<file path="config.mk">
export PLATFORM = sky130hd
export DESIGN_NAME = strap_reset_seq
export DESIGN_NICKNAME = d
export VERILOG_FILES = /design/src/rtl/strap_reset_pkg.sv /design/src/rtl/strap_sync.sv /design/src/rtl/strap_reset_ctrl.sv /design/src/rtl/strap_cfg_path.sv /design/src/rtl/strap_reset_seq.sv
export SDC_FILE = /design/constraint.sdc
export NUM_CORES = 1
export LEC_CHECK = 0
export CAP_MARGIN = 20
export CORE_ASPECT_RATIO = 1.1
export CORE_UTILIZATION = 55
export CTS_CLUSTER_DIAMETER = 40
export DETAILED_ROUTE_END_ITERATION = 6
export MAX_ROUTING_LAYER = met4
export PLACE_DENSITY_LB_ADDON = 0.05
export SLEW_MARGIN = 20
export SYNTH_ARGS = -nofsm -noshare
export SYNTH_HDL_FRONTEND = slang
export SYNTH_SLANG_ARGS = --single-unit
</file>
<file path="constraint.sdc">
create_clock -name clk -period 3 [get_ports clk]
set_input_delay 0.9 -clock clk [delete_from_list [all_inputs] [get_ports clk]]
set_output_delay 0.9 -clock clk [all_outputs]
set_load 0.005 [all_outputs]
</file>
<file path="src/rtl/strap_reset_pkg.sv">
package strap_reset_pkg;

  // Sequencer phases
  typedef enum logic [1:0] {
    SEQ_ARMED = 2'd0,  // qualified low seen, waiting for pin release
    SEQ_HOLD  = 2'd1,  // pin released, counting the hold time
    SEQ_RUN   = 2'd2   // internal reset released
  } seqState_t;

  // Strobes from control to datapath
  typedef struct packed {
    logic capture;  // reset active: sample straps into the config bits
    logic update;   // running: live pair selection and register writes
  } seqStrobe_t;

endpackage

</file>
<file path="src/rtl/strap_sync.sv">
module strap_sync #(
  parameter int unsigned WIDTH  = 4,
  parameter int unsigned STAGES = 2
) (
  input  logic             clk,
  input  logic             rstN,
  input  logic [WIDTH-1:0] asyncIn,
  output logic [WIDTH-1:0] syncOut
);

  for (genvar b = 0; b < WIDTH; b++) begin : g_bit
    logic [STAGES-1:0] chain;

    always_ff @(posedge clk or negedge rstN) begin
      if (!rstN) begin
        chain <= '0;
      end else begin
        chain <= {chain[STAGES-2:0], asyncIn[b]};
      end
    end

    assign syncOut[b] = chain[STAGES-1];
  end

endmodule

</file>
<file path="src/rtl/strap_reset_ctrl.sv">
module strap_reset_ctrl
  import strap_reset_pkg::*;
#(
  parameter int unsigned QUAL_CYCLES = 640,
  parameter int unsigned HOLD_CYCLES = 6400000
) (
  input  logic       clk,
  input  logic       powerOnRstN,
  input  logic       rstSync,
  output seqStrobe_t strobe,
  output logic       sysRstN
);

  localparam int unsigned QW = (QUAL_CYCLES > 2) ? $clog2(QUAL_CYCLES) : 1;
  localparam int unsigned HW = (HOLD_CYCLES > 2) ? $clog2(HOLD_CYCLES) : 1;
  localparam logic [QW-1:0] LOW_LAST  = QW'(QUAL_CYCLES - 1);
  localparam logic [HW-1:0] HOLD_LAST = HW'(HOLD_CYCLES - 1);

  seqState_t   state;
  logic [QW-1:0] lowCnt;
  logic [HW-1:0] holdCnt;
  logic          lowFull;
  logic          qualify;
  logic          holdDone;

  assign lowFull  = (lowCnt == LOW_LAST);
  assign qualify  = !rstSync && lowFull;
  assign holdDone = (holdCnt == HOLD_LAST);

  // Consecutive-low counter, saturating one short of the window
  always_ff @(posedge clk or negedge powerOnRstN) begin
    if (!powerOnRstN) begin
      lowCnt <= '0;
    end else if (rstSync) begin
      lowCnt <= '0;
    end else if (!lowFull) begin
      lowCnt <= lowCnt + 1'b1;
    end
  end

  // Phase sequencing; a qualified low wins over everything
  always_ff @(posedge clk or negedge powerOnRstN) begin
    if (!powerOnRstN) begin
      state   <= SEQ_ARMED;
      holdCnt <= '0;
    end else if (qualify) begin
      state   <= SEQ_ARMED;
      holdCnt <= '0;
    end else begin
      case (state)
        SEQ_ARMED: begin
          if (rstSync) begin
            state   <= SEQ_HOLD;
            holdCnt <= '0;
          end
        end
        SEQ_HOLD: begin
          if (holdDone) begin
            state <= SEQ_RUN;
          end else begin
            holdCnt <= holdCnt + 1'b1;
          end
        end
        default: ;
      endcase
    end
  end

  assign sysRstN        = (state == SEQ_RUN);
  assign strobe.capture = (state != SEQ_RUN);
  assign strobe.update  = (state == SEQ_RUN);

endmodule

</file>
<file path="src/rtl/strap_cfg_path.sv">
module strap_cfg_path
  import strap_reset_pkg::*;
#(
  parameter int unsigned    ADDR_W    = 8,
  parameter int unsigned    DATA_W    = 8,
  parameter logic [ADDR_W-1:0] FAST_ADDR = 8'h0B,
  parameter int unsigned    FAST_BIT  = 4,
  parameter logic [ADDR_W-1:0] MODE_ADDR = 8'h09,
  parameter int unsigned    MODE_BIT  = 2
) (
  input  logic              clk,
  input  logic              powerOnRstN,
  input  seqStrobe_t        strobe,
  input  logic              fastSync,
  input  logic              sonetSync,
  input  logic              wrEn,
  input  logic [ADDR_W-1:0] wrAddr,
  input  logic [DATA_W-1:0] wrData,
  output logic              fastSelEn,
  output logic              sonetMode,
  output logic              pairSelA
);

  function automatic logic pickBit(input logic [DATA_W-1:0] d, input int unsigned idx);
    logic v;
    v = 1'b0;
    for (int i = 0; i < DATA_W; i++) begin
      if (i == idx) v = d[i];
    end
    return v;
  endfunction

  logic wrFast;
  logic wrMode;

  assign wrFast = wrEn && (wrAddr == FAST_ADDR);
  assign wrMode = wrEn && (wrAddr == MODE_ADDR);

  always_ff @(posedge clk or negedge powerOnRstN) begin
    if (!powerOnRstN) begin
      fastSelEn <= 1'b0;
      sonetMode <= 1'b0;
      pairSelA  <= 1'b0;
    end else if (strobe.capture) begin
      fastSelEn <= fastSync;
      sonetMode <= sonetSync;
    end else if (strobe.update) begin
      if (fastSelEn) pairSelA <= fastSync;
      if (wrFast) fastSelEn <= pickBit(wrData, FAST_BIT);
      if (wrMode) sonetMode <= pickBit(wrData, MODE_BIT);
    end
  end

endmodule

</file>
<file path="src/rtl/strap_reset_seq.sv">
module strap_reset_seq
  import strap_reset_pkg::*;
#(
  parameter int unsigned QUAL_CYCLES = 640,
  parameter int unsigned HOLD_CYCLES = 6400000,
  parameter int unsigned ADDR_W      = 8,
  parameter int unsigned DATA_W      = 8
) (
  input  logic              clk,
  input  logic              powerOnRstN,
  input  logic              rstPinN,
  input  logic              fastSelPin,
  input  logic              sonetSdhPin,
  input  logic              masterPin,
  input  logic              wrEn,
  input  logic [ADDR_W-1:0] wrAddr,
  input  logic [DATA_W-1:0] wrData,
  output logic              sysRstN,
  output logic              fastSelEn,
  output logic              sonetMode,
  output logic              masterLive,
  output logic              pairSelA
);

  localparam int unsigned PIN_CNT = 4;

  logic [PIN_CNT-1:0] pinSync;
  logic               rstSync;
  logic               fastSync;
  logic               sonetSync;
  seqStrobe_t         strobe;

  strap_sync #(
    .WIDTH (PIN_CNT),
    .STAGES(2)
  ) u_sync (
    .clk    (clk),
    .rstN   (powerOnRstN),
    .asyncIn({masterPin, sonetSdhPin, fastSelPin, rstPinN}),
    .syncOut(pinSync)
  );

  assign rstSync    = pinSync[0];
  assign fastSync   = pinSync[1];
  assign sonetSync  = pinSync[2];
  assign masterLive = pinSync[3];

  strap_reset_ctrl #(
    .QUAL_CYCLES(QUAL_CYCLES),
    .HOLD_CYCLES(HOLD_CYCLES)
  ) u_ctrl (
    .clk        (clk),
    .powerOnRstN(powerOnRstN),
    .rstSync    (rstSync),
    .strobe     (strobe),
    .sysRstN    (sysRstN)
  );

  strap_cfg_path #(
    .ADDR_W(ADDR_W),
    .DATA_W(DATA_W)
  ) u_path (
    .clk        (clk),
    .powerOnRstN(powerOnRstN),
    .strobe     (strobe),
    .fastSync   (fastSync),
    .sonetSync  (sonetSync),
    .wrEn       (wrEn),
    .wrAddr     (wrAddr),
    .wrData     (wrData),
    .fastSelEn  (fastSelEn),
    .sonetMode  (sonetMode),
    .pairSelA   (pairSelA)
  );

endmodule

</file>
Word-level counts from Yosys, hierarchy flattened
Index checks and enable logic that the tools add are counted.
{"block": "op_classes", "n_eq_ne": 11, "reduce_logical": 14, "bitwise_logic": 1, "n_mux": 16, "addsub": 2}
{"cell": "$mux 23", "count": 3}
{"cell": "$pmux 23 s2", "count": 1}
{"cell": "$add 23x1->23 const B", "count": 1}
{"cell": "$eq 23x23->1 const B", "count": 1}
{"cell": "$mux 10", "count": 2}
{"cell": "$eq 8x4->1 const B", "count": 2}
{"cell": "$add 10x1->10 const B", "count": 1}
{"cell": "$eq 10x10->1 const B", "count": 1}
{"cell": "$reduce_and 3->1", "count": 3}
{"cell": "$mux 1", "count": 6}
{"cell": "$mux 2", "count": 3}
{"cell": "$ne 3x2->1 const B", "count": 2}
{"cell": "$reduce_bool 2->1", "count": 3}
{"cell": "$ne 2x2->1 const B", "count": 2}
{"cell": "$pmux 2 s2", "count": 1}
{"cell": "$reduce_and 2->1", "count": 2}
{"cell": "$logic_and 1x1->1", "count": 3}
{"cell": "$ne 3x1->1 const B", "count": 1}
{"cell": "$reduce_bool 3->1", "count": 1}
{"cell": "$eq 2x1->1 const B", "count": 1}
{"cell": "$eq 2x2->1 const B", "count": 1}
{"cell": "$logic_not 2->1", "count": 1}
{"cell": "$logic_not 1->1", "count": 1}
{"cell": "$not 1->1", "count": 1}
{"block": "totals", "input_bits": 23, "regBits": 46}

Logic depth before layout (Yosys ltp)
Gate-level depths: netlist (run 1).
{"block": "logic_depth", "word_depth": 5, "ltp_mapped": 7, "mapped_depth_nobuf": 6}

Cells and area by module
From an unflattened synthesis (run 1), not the netlist that was laid out.
{"block": "unflattened", "hier_cells": 248, "area_unflattened_um2": 2438.6}
{"module": "strap_reset_ctrl", "n_inst": 1, "cells_per_inst": 210, "area_per_inst_um2": 1984.4, "seq_area_each_um2": 875.8}
{"module": "strap_sync", "n_inst": 1, "cells_per_inst": 12, "area_per_inst_um2": 230.2, "seq_area_each_um2": 200.2}
{"module": "strap_cfg_path", "n_inst": 1, "cells_per_inst": 26, "area_per_inst_um2": 224.0, "seq_area_each_um2": 75.1}

Least setup slack after synthesis (run 1)
Ideal clock, no wire load.
{"block": "synth_timing", "path_type": "register to register", "from": "register u_ctrl.holdCnt[17]", "to": "register u_ctrl.holdCnt[21]", "setup_ps": 124, "arrival_time_ps": 2148, "stages_incl_launch_ff": 7, "period_less_slack_ps": 2272, "setup_slack_ps": 728, "cell_sequence": "dfrtp_1 -> or4b_1 -> or4_4 -> buf_6 -> o21a_4 -> and3_1 -> a211o_1"}
{"block": "synth_between", "elab_chain_len": 4, "word_cells_on_any_way": 7, "classes_between": "add/sub: 1; eq/ne: 2; mux: 3; reduce/logical: 1"}
{"item": "from (decl)", "line": "strap_reset_ctrl.sv:21", "text": "logic [HW-1:0] holdCnt;"}
{"item": "from (signal assigned)", "line": "strap_reset_ctrl.sv:61", "text": "holdCnt <= holdCnt + 1'b1;"}
{"item": "$add 23x1->23", "line": "strap_reset_ctrl.sv:61"}
{"item": "$mux 23", "line": "strap_reset_ctrl.sv:58", "text": "if (holdDone) begin"}
{"item": "$pmux 23 s2", "line": "strap_reset_ctrl.sv:50", "text": "case (state)"}
{"item": "$mux 23", "line": "strap_reset_ctrl.sv:46", "text": "end else if (qualify) begin"}
Several ways; a longest one is shown, not always the timed one. The select of a mux whose other input is x is not followed.
A chain may end at the register's enable or synchronous reset.

Final worst setup path (run 1)
{"block": "layout_timing", "from": "register u_ctrl.holdCnt[17]", "to": "register u_ctrl.holdCnt[7]"}
{"block": "layout_between", "elab_chain_len": 3}
{"item": "$eq 23x23->1", "line": "strap_reset_ctrl.sv:28", "text": "assign holdDone = (holdCnt == HOLD_LAST);"}
{"item": "$ne 3x2->1 (no source line)"}
{"item": "$reduce_and 3->1 (no source line)"}
No other way between the ends.

==> metrics.md, run 1 <==
| Metric | Value |
|---|---|
| DRT iter0 DRCs | 154 |
| Largest area contributor in the netlist | dfrtp_1 |
| DP Area | 2600 µm² |
| CP Class | register to register |
| IO Count | 28 |
| Crit path capture type | register |
| Setup violation total in the final timing report | 0 |
| NetSw | between 0.0003 and 0.0004 W |
| Critical path's slowest cell | or4_4 |
| Crit path max-delay family | simple AND/OR/NAND/NOR gates |
| Mapped Cells | about 250 |
| Peak supply drop | around 340 µV |
| CP Cell Sequence | or4b_1 > or4_4 > nor3_4 > o21ai_0 > a31oi_1 |
| Syn_nets | 273 |
| DR vias | a little under 2,000 |
| HPWL after DPL | 3390 µm |
| Global placement routability congestion | slightly above 0.8 |
| Post-synth top area share | 48.9% |
| Clock Latency Late Sink | about 300 ps |
| Fin crit share | between 80% and 90% |
| Pre-CTS setup slack | approximately 500 ps |
| Pin count of the biggest net entering global routing | 30 |
| Post-route cell area | 2710 µm² |
| Postcts setup bufs | 0 |
| Hold depth | 0 |
| Top layer in use | met4 |
| Htree depth | 2 |
| Num rows | 24 |
| Max Slew Vio Count | 0 |
| TNS Setup | 0 ps |
| Final worst slack | 503 ps |
| Layout cell share with drive strength beyond 1 | a little over 7% |
| CTS tree | done |
| Syn. warnings | 0 |
| Clk sinks | 46 |
| DRC | 0 |
| WP data arrival | 2720 ps |
| RSZ-0062 raised after global routing | no |
| Post-synthesis register bit count | between 40 and 50 |
| Max-cap violations | 0 |
| Worst Skew | around 3.3 ps |
| Async set-reset flop share out of synthesis | between 90% and 100% |
| Fillers | 350 |
| Area growth syn-to-layout | 14.9% |
| # nets final | approximately 290 |
| Total routed wirelength | approximately 4900 µm |
| Commonest cells post-synth | dfrtp_1 (46), nand3_1 (21), nor2_1 (20) |
| Final Hold Violating Endpoints | 0 |
| Antenna violations before repair | 0 |
| Via density per instance | 6.17 |
| Flop pwr share | 54.8% |
| Initial Util | about three fifths |
| Clock power frac | between 30% and 40% |
| CP required | between 3000 and 4000 ps |
| EDFF count, synth | 0 |
| Synthesized area | 2350 µm² |
| Pwr Density | roughly 500 nW/µm² |
| Main synth FF type | dfrtp_1 |
| Post-Route M1 WL | 2170 µm |
| R2R depth | 5 |
| Vias in the first global route | a little under 2,000 |
| Syn Area/Cell | between 9 and 10 µm² |
| DR pass1 iterations | 4 |
| CTS clk-pin slew, worst paths | about 80 ps |
| Post-layout util | 67.2% |
| Fmax | 400 MHz |
| P_leak | approximately 1.2 nW |
| Crit-path max FO | 14 |
| Worst min-delay path category | register to register |
| PostCTS Resize Cnt | 0 |
| Core area | between 4000 and 5000 µm² |
| Final Critical Period | ~2500 ps |
| Ant. Diodes | 0 |
| Die ar. | approximately 4500 µm² |
| Wirelength per Cell | approximately 15 µm |
| Met2 Routed Length | about 2400 µm |
| Die width | 64.4 µm |
| Distinct cells, synth | 46 |
| CTS buffer count | 5 |
| DRT antenna net count | 0 |
| Slew headroom | 32.6% |
| Share of the yosys chip area belonging to registers | ~50% |
| Most instantiated library cell after synthesis | dfrtp_1 |
| All-Layer GR Usage | approximately a quarter |
| Maximum clock path buffer count | 2 |
| Switch share | 25.5% |
| Global route overflow | 0 |
| Die Y | about 71 µm |
| # hold bufs at CTS | 0 |
| PortBufs | 21 |
| Startpoint types | register |
| Actual slew at the worst max-slew pin | 1010 ps |
| Met3 WL | 252 µm |
| First-pass GRT wire length | between 8000 and 9000 µm |
| CTS root buf | clkbuf_8 |
| Int Power | approximately 0.0010 W |
| WP depth | 5 |
| Status | completed |
| Synth top area cells | dfrtp_1 (49%), nand3_1 (4.5%), a31oi_1 (4.0%) |
| Crit path buffers/inverters | 0 |
| Slowest Stage Delay on Critical Path | roughly 620 ps |
| Logic pwr share | approximately an eighth |
flip-flops by register name (all words and copies together) (netlist names):
signal and flops:
u_path.pairSelA 1, u_ctrl.lowCnt 10, u_path.fastSelEn 1, u_sync.g_bit.chain 8, u_ctrl.holdCnt 23, u_ctrl.state 2
u_path.sonetMode 1
final cells by class:
| class | count | area [µm²] | area share (%) |
|---|---|---|---|
| Multi-Input combinational cell | 184 | 1120 | 41.3 |
| Clock buffer | 7 | 76.3 | 2.82 |
| Clock inverter | 1 | 30.0 | 1.11 |
| Sequential cell | 46 | 1150 | 42.6 |
| Timing Repair Buffer | 26 | 243 | 8.97 |
| Inverter | 6 | 22.5 | 0.833 |
| Tap cell | 52 | 65.1 | 2.41 |
routing by layer:
layer / up-vias / GRT usage (%)
met5: - / -
li1: 963 / -
met2: 57 / 42.2
met4: 0 / 9.38
met3: 4 / 4.19
met1: 963 / 28.3
power by group through the flow:
stage          combinational [W]  clock, W  sequential [W]
5_1_grt                 0.000182  0.000485        0.000758
4_1_cts                 0.000162  0.000459        0.000742
3_3_place_gp            0.000154         0        0.000753
2_1_floorplan           0.000108         0        0.000737
6_report                0.000160  0.000452        0.000743
3_5_place_dp            0.000162         0        0.000754
layout by cell type (no fill, tap or decap), types with 5 or more instances in the layout:
cell,netlist,final
nor3_1,6,6
a31oi_1,15,15
dfrtp_1,46,46
nand4_1,7,7
buf_4,0,5
nand2_1,19,19
nor2_1,20,20
nand3_1,21,21
a21oi_1,12,12
clkbuf_8,0,5
xor2_1,6,6
o21ai_1,6,6
inv_1,6,6
clkdlybuf4s50_1,0,20
and3_1,10,10
o21ai_0,15,15
final timing paths:
path / start / to / slack (ps)
max: u_ctrl.holdCnt[17] / u_ctrl.holdCnt[7] / 500
min: u_sync.g_bit[3].chain[0] / u_sync.g_bit[3].chain[1] / 350
max in group asynchronous: powerOnRstN / u_ctrl.state[1] / 1770
max reg2reg: u_ctrl.holdCnt[17] / u_ctrl.holdCnt[7] / 500
min in group asynchronous: powerOnRstN / u_ctrl.holdCnt[7] / 520
min reg2reg: u_sync.g_bit[3].chain[0] / u_sync.g_bit[3].chain[1] / 350
cells by family (layout without fill, tap and decap cells):
logic type,Yosys count,after routing,synth area share (%)
AO/OA/AOI/OAI,70,70,19.3
XOR/XNOR,7,7,2.60
adder cells (fa/ha/maj),2,2,1.06
buffers and inverters,18,40,3.67
flip-flops,46,46,48.9
multiplexers,5,5,2.18
AND/OR/NAND/NOR,100,100,22.3
metrics by stage:
| step | hold WS (ps) | cells | total power (W) |
|---|---|---|---|
| floorplan | 331 | 248 | 0.000845 |
| global placement | 331 | 314 | 0.000907 |
| detailed placement | 341 | 314 | 0.000916 |
| CTS | 359 | 322 | 0.00136 |
| global route | 363 | 322 | 0.00143 |
| finish | 355 | 322 | 0.00136 |
Note: power is estimated with default switching activity, not from simulation.
==> inputs of run 2 (changes only) <==
clock period = 2.62 ns   (was 3 ns; I/O delays follow)
==> metrics.md, run 2 (same netlist as run 1, synthesis figures left out) <==
| Metric | Value |
|---|---|
| Area growth syn-to-layout | 16.3% |
| Global route overflow | 0 (unchanged) |
| All-Layer GR Usage | 25.5% (+0.97 points) |
| DRC | 0 (unchanged) |
| Peak supply drop | 516 µV (+50%) |
| # hold bufs at CTS | 0 (unchanged) |
| Max-cap violations | 0 (unchanged) |
| RSZ-0062 raised after global routing | no |
| Pin count of the biggest net entering global routing | 39 (+30%) |
| Commonest non-fill, non-tap cell in the layout | dfrtp_1 |
| Status | completed |
| Max Slew Vio Count | 0 (unchanged) |
| CTS clk-pin slew, worst paths | 90 ps (about the same) |
| Crit path buffers/inverters | 0 (unchanged) |
| DR vias | 1,999 (+0.60%) |
| Switch share | 27.4% (+1.9 points) |
| Fmax | 416 MHz (+3.8%) |
| WP data arrival | 2630 ps (-90 ps) |
| Fin crit share | 91.8% (+8.6 points) |
| Clk sinks | 46 (unchanged) |
| Flop pwr share | 56.9% (+2.1 points) |
| Most frequent cells in the layout | dfrtp_1 (46), nand3_1 (21), nor2_1 (20), clkdlybuf4s50_1 (20), nand2_1 (19) |
| # nets final | 300 (+2.0%) |
| Reg2reg end | u_ctrl.holdCnt[7] |
| Die Y | 70.6 µm (unchanged) |
| Die ar. | 4550 µm² (unchanged) |
| Setup violation total in the final timing report | 0 (unchanged) |
| PortBufs | 21 (unchanged) |
| HPWL after DPL | 3400 µm (about the same) |
| Final Non-Filler Cells | 328 (+1.9%) |
| Worst Hold End | u_sync.g_bit[1].chain[1] |
| Clock power frac | 30.4% (-2.9 points) |
| Num rows | 24 (unchanged) |
| Final Critical Period | 2410 ps (-91.5 ps) |
| DR pass1 iterations | 4 (unchanged) |
| Clock Latency Late Sink | 300 ps (about the same) |
| Global placement routability congestion | 0.815 (-0.62%) |
| Core area | 4020 µm² (unchanged) |
| DRT iter0 DRCs | 74 (-52%) |
| Max reg flops | 23 (unchanged) |
| Die width | 64.4 µm (unchanged) |
| Initial Util | 58.5% (unchanged) |
| NetSw | 0.000409 W (+18%) |
| RR Startpoint | u_ctrl.holdCnt[20] |
| DRT antenna net count | 0 (unchanged) |
| CTS root buf | clkbuf_8 |
| TNS Setup | 0 ps (unchanged) |
| Crit path capture type | register |
| Logic pwr share | 12.7% (+0.9 points) |
| CTS buffer count | 5 (unchanged) |
| Maximum clock path buffer count | 2 (unchanged) |
| Pwr Density | 545 nW/µm² (+8.9%) |
| P_leak | 1.22 nW (+2.1%) |
| Crit path max-delay family | simple AND/OR/NAND/NOR gates |
| Int Power | 0.00109 W (+7.5%) |
| Via density per instance | 6.09 (-1.2%) |
| CP Cell Sequence | or4b_1 > or4_4 > nor3_4 > o21ai_0 > a31oi_1 |
| Fillers | 342 (-2.3%) |
| PostCTS Resize Cnt | 0 (unchanged) |
| Final Hold Violating Endpoints | 0 (unchanged) |
| Hold Crit Start | u_sync.g_bit[1].chain[0] |
| Slew headroom | 44.6% (+12 points) |
| Slowest Stage Delay on Critical Path | 630 ps (about the same) |
| Ant. Diodes | 0 (unchanged) |
| CP required | 2850 ps (-370 ps) |
| Total routed wirelength | 4990 µm (+1.9%) |
| First-pass GRT wire length | 8800 µm (+3.6%) |
| Crit-path max FO | 13 (-1) |
| Vias in the first global route | 1,939 (-1.3%) |
| Postcts setup bufs | 0 (unchanged) |
| Biggest regs | u_ctrl.holdCnt: 23 flops, u_ctrl.lowCnt: 10 flops, u_sync.g_bit.chain: 8 flops |
| Worst min-delay path category | register to register |
| Worst Skew | 10.3 ps (+6.96 ps) |
| Startpoint types | register |
| R2R depth | 5 (unchanged) |
| Antenna violations before repair | 0 (unchanged) |
| Layout cell share with drive strength beyond 1 | 9.78% (+2.7 points) |
| Hold depth | 0 (unchanged) |
| Final worst slack | 215 ps (-289 ps) |
| Critical path's slowest cell | or4_4 |
| CTS tree | done |
| Htree depth | 2 (unchanged) |
| Flop2flop setup slack | 210 ps (-290 ps) |
| IO Count | 28 (unchanged) |
| Placed Cells incl. Taps | 320 (+1.9%) |
| Overall Power | 0.00149 W (+10%) |
| Pre-CTS setup slack | 260 ps (-251 ps) |
| CP Class | register to register |
| Most flops, register | u_ctrl.holdCnt |
| Wirelength per Cell | 15.2 µm (about the same) |
| Actual slew at the worst max-slew pin | 831 ps (-180 ps) |
| Min Hold Slack | 353 ps (-1.76 ps) |
-- run 2: cell types whose count changed in the layout (fill, tap and decap cells not counted) --
cell / before / now
bufinv_16: 1 / 0
clkinvlp_4: 0 / 1
buf_4: 5 / 11
clkbuf_1: 2 / 0
clkbuf_8: 5 / 6
clkinv_2: 0 / 1
-- run 2: per-stage QoR --
step	area, µm²	utilization, %
floorplan	2350	-
global route	2740	68.1
detailed placement	2640	65.7
finish	2740	68.1
global placement	2640	65.7
CTS	2740	68.1
-- run 2: area by class of cell --
type | count | area (µm²) | share of cell area [%]
Tap cell | 52 | 65.1 | 2.38
Multi-Input combinational cell | 184 | 1120 | 40.8
Sequential cell | 46 | 1150 | 42.0
Timing Repair Buffer | 32 | 288 | 10.5
Inverter | 6 | 22.5 | 0.822
Clock buffer | 6 | 82.6 | 3.02
Clock inverter | 2 | 12.5 | 0.457
-- run 2: worst max path at each step --
stage	cells after the start	from	slack (ps)	end
2_1_floorplan	6	u_ctrl.holdCnt[17]	350	u_ctrl.holdCnt[21]
4_1_cts	5	u_ctrl.holdCnt[20]	230	u_ctrl.holdCnt[7]
6_report	5	u_ctrl.holdCnt[20]	210	u_ctrl.holdCnt[7]
3_3_place_gp	5	u_ctrl.holdCnt[20]	280	u_ctrl.holdCnt[7]
3_5_place_dp	5	u_ctrl.holdCnt[20]	260	u_ctrl.holdCnt[7]
5_1_grt	6	u_ctrl.holdCnt[20]	120	u_ctrl.state[1]
-- run 2: power groups by stage --
stage	Clock [W]	Sequential, W	Combinational (W)
6_report	0.000454	0.000849	0.000190
5_1_grt	0.000492	0.000859	0.000214
4_1_cts	0.000459	0.000848	0.000194
3_5_place_dp	0	0.000862	0.000191
3_3_place_gp	0	0.000859	0.000183
2_1_floorplan	0	0.000844	0.000124
-- run 2: worst reg2reg max path: cells and delay by family, from the launching register on --
family	cells	cell delay (ps)
AOI/OAI and AO/OA	2	350
and+or+nand+nor	3	1580
DFF	1	410
-- run 2: metal layers --
layer | global-route usage [%] | share of wire, % | up-vias
li1 | - | - | 966
met1 | 31.5 | 45 | 980
met2 | 42.1 | 49 | 47
met3 | 5.48 | 4.6 | 6
met4 | 6.91 | 1.2 | 0
met5 | - | 0 | -
==> inputs of run 3 (changes only) <==
CORE_UTILIZATION = 56   (was 55)
SYNTH_HIERARCHICAL = 1   (was default)
==> metrics.md, run 3 <==
| Metric | Value |
|---|---|
| DRC | 0 (unchanged) |
| PortBufs | 21 (unchanged) |
| Share of the yosys chip area belonging to registers | 47.2% (-1.7 points) |
| DR pass1 iterations | 4 (unchanged) |
| Core area | 4050 µm² (+0.75%) |
| TNS Setup | 0 ps (unchanged) |
| Final Hold Violating Endpoints | 0 (unchanged) |
| Htree depth | 2 (unchanged) |
| Mapped Cells | 248 (unchanged) |
| Setup violation total in the final timing report | 0 (unchanged) |
| Die Y | 71.2 µm (+0.83%) |
| Overall Power | 0.00155 W (+3.9%) |
| Postcts setup bufs | 0 (unchanged) |
| Post-synth top area share | 47.2% (-1.7 points) |
| Crit path capture type | output pin |
| Async set-reset flop share out of synthesis | 100% (unchanged) |
| Largest area contributor in the netlist | dfrtp_1 |
| Min Hold Slack | 356 ps (+3.00 ps) |
| Main synth FF type | dfrtp_1 |
| Clock Latency Late Sink | 300 ps (about the same) |
| CTS tree | done |
| Commonest non-fill, non-tap cell in the layout | dfrtp_1 |
| Max Slew Vio Count | 0 (unchanged) |
| Initial Util | 60.2% (+1.6 points) |
| Worst Skew | 10.7 ps (+0.359 ps) |
| Fillers | 340 (-0.58%) |
| Actual slew at the worst max-slew pin | 673 ps (-158 ps) |
| Synthesized area | 2440 µm² (+3.6%) |
| Die width | 64.9 µm (+0.83%) |
| PostCTS Resize Cnt | 0 (unchanged) |
| Global route overflow | 0 (unchanged) |
| Max reg flops | 23 (unchanged) |
| Post-layout util | 70.3% (+2.2 points) |
| Status | completed |
| HPWL after DPL | 3610 µm (+6.2%) |
| # hold bufs at CTS | 0 (unchanged) |
| Synth top area cells | dfrtp_1 (47%), a211o_1 (4.7%), nor3_1 (3.9%) |
| Via density per instance | 6.11 (+0.21%) |
| Num rows | 24 (unchanged) |
| CP required | 1830 ps (-1020 ps) |
| CP Class | register to output pin |
| Pin count of the biggest net entering global routing | 25 (-36%) |
| Wirelength per Cell | 15.2 µm (-0.44%) |
| Most flops, register | u_ctrl/holdCnt |
| Layout cell share with drive strength beyond 1 | 12.7% (+2.9 points) |
| Fmax | 406 MHz (-2.3%) |
| Crit-path max FO | 9 (-4) |
| FF+latch area | 1150 µm² (unchanged) |
| Startpoint types | register |
| Most instantiated library cell after synthesis | dfrtp_1 |
| RR Startpoint | u_ctrl/holdCnt[0] |
| Die ar. | 4620 µm² (+1.7%) |
| Most frequent cells in the layout | dfrtp_1 (46), clkdlybuf4s50_1 (20), nor3_1 (19) |
| Clk sinks | 46 (unchanged) |
| Antenna violations before repair | 0 (unchanged) |
| All-Layer GR Usage | 23.6% (-1.9 points) |
| IO Count | 28 (unchanged) |
| RSZ-0062 raised after global routing | no |
| CTS buffer count | 5 (unchanged) |
| Area growth syn-to-layout | 16.9% |
| WP data arrival | 1680 ps (-950 ps) |
| Distinct cells, synth | 52 (+13%) |
| Worst min-delay path category | register to register |
| Max-cap violations | 0 (unchanged) |
| Biggest regs | u_ctrl/holdCnt: 23 flops, u_ctrl/lowCnt: 10 flops, u_sync/g_bit.chain: 8 flops |
| DRT antenna net count | 0 (unchanged) |
| Vias in the first global route | 1,856 (-4.3%) |
| CTS clk-pin slew, worst paths | 90 ps (about the same) |
| Global placement routability congestion | 0.852 (+4.5%) |
| # nets final | 299 (-0.33%) |
| Maximum clock path buffer count | 2 (unchanged) |
| Hold Crit Start | u_sync/g_bit[3].chain[0] |
| Post-synthesis register bit count | 46 (unchanged) |
| Setup crit start | u_ctrl/state[0] |
| Slew headroom | 55.0% (+10 points) |
| First-pass GRT wire length | 8120 µm (-7.7%) |
| CTS root buf | clkbuf_8 |
| Total routed wirelength | 4960 µm (-0.74%) |
| Syn Area/Cell | 9.83 µm² (+3.6%) |
| Fin crit share | 93.9% (+2.1 points) |
| EDFF count, synth | 0 (unchanged) |
| Ant. Diodes | 0 (unchanged) |
| Peak supply drop | 543 µV (+5.2%) |
| Commonest cells post-synth | dfrtp_1 (46), nor3_1 (19), nand2_1 (17) |
| P_leak | 1.37 nW (+12%) |
| DR vias | 1,997 (-0.10%) |
| Syn_nets | 273 (unchanged) |
| Pwr Density | 545 nW/µm² (-0.12%) |
| Area of the multi-input gates | 1190 µm² (+6.5%) |
| Final Critical Period | 2460 ps (+55.8 ps) |
| DRT iter0 DRCs | 92 (+24%) |
| Syn. warnings | 6 (+6) |
[run 3: final timing paths]
kind	to	slack (ps)	cells past startpoint
max	sysRstN	160	4
min	u_sync/g_bit[3].chain[1]	360	0
max reg2reg	u_ctrl/holdCnt[22]	180	6
min reg2reg	u_sync/g_bit[3].chain[1]	360	0
max in group asynchronous	u_ctrl/holdCnt[16]	1650	2
min in group asynchronous	u_ctrl/lowCnt[4]	450	1
[run 3: final cells by class]
type	count	share of cell area (%)
Sequential cell	46	40.4
Inverter	8	1.05
Multi-Input combinational cell	182	41.7
Clock buffer	5	2.41
Clock inverter	3	1.40
Tap cell	52	2.28
Timing Repair Buffer	31	10.7
[run 3: worst max-delay path, cell delays in order (launching register included)]
cell and delay (ps):
dfrtp_1 440, inv_1 90, nand2_1 180, inv_1 160, clkdlybuf4s50_1 510
[run 3: power breakdown]
group / switching [W] / total, W / internal [W]
clock network: 0.000229 / 0.000510 / 0.000281
registers: 0.0000959 / 0.000863 / 0.000767
logic: 0.0000780 / 0.000180 / 0.000102
[run 3: per-layer routing]
layer	vias to the layer above	wire length, µm	global-route usage, %
li1	983	-	-
met1	976	2230	26.8
met2	33	2480	41.2
met3	5	189	4.94
met4	0	61	7.41
met5	-	0	-
[run 3: kinds of logic after synthesis]
group	Yosys count	share of synthesized area, %
AO/OA/AOI/OAI	47	15.0
XOR/XNOR	6	2.16
adder cells (fa/ha/maj)	2	1.03
buffers and inverters	20	4.00
flip-flops	46	47.2
multiplexers	3	1.28
AND/OR/NAND/NOR	124	29.3
[run 3: metrics by stage]
| stage | area, µm² | setup slack, ps | cells |
|---|---|---|---|
| 6_report | 2850 | 159 | 327 |
| 5_1_grt | 2850 | 67.2 | 327 |
| 4_1_cts | 2850 | 148 | 327 |
| 3_5_place_dp | 2740 | 216 | 319 |
| 3_3_place_gp | 2740 | 243 | 319 |
| 2_1_floorplan | 2440 | 345 | 248 |
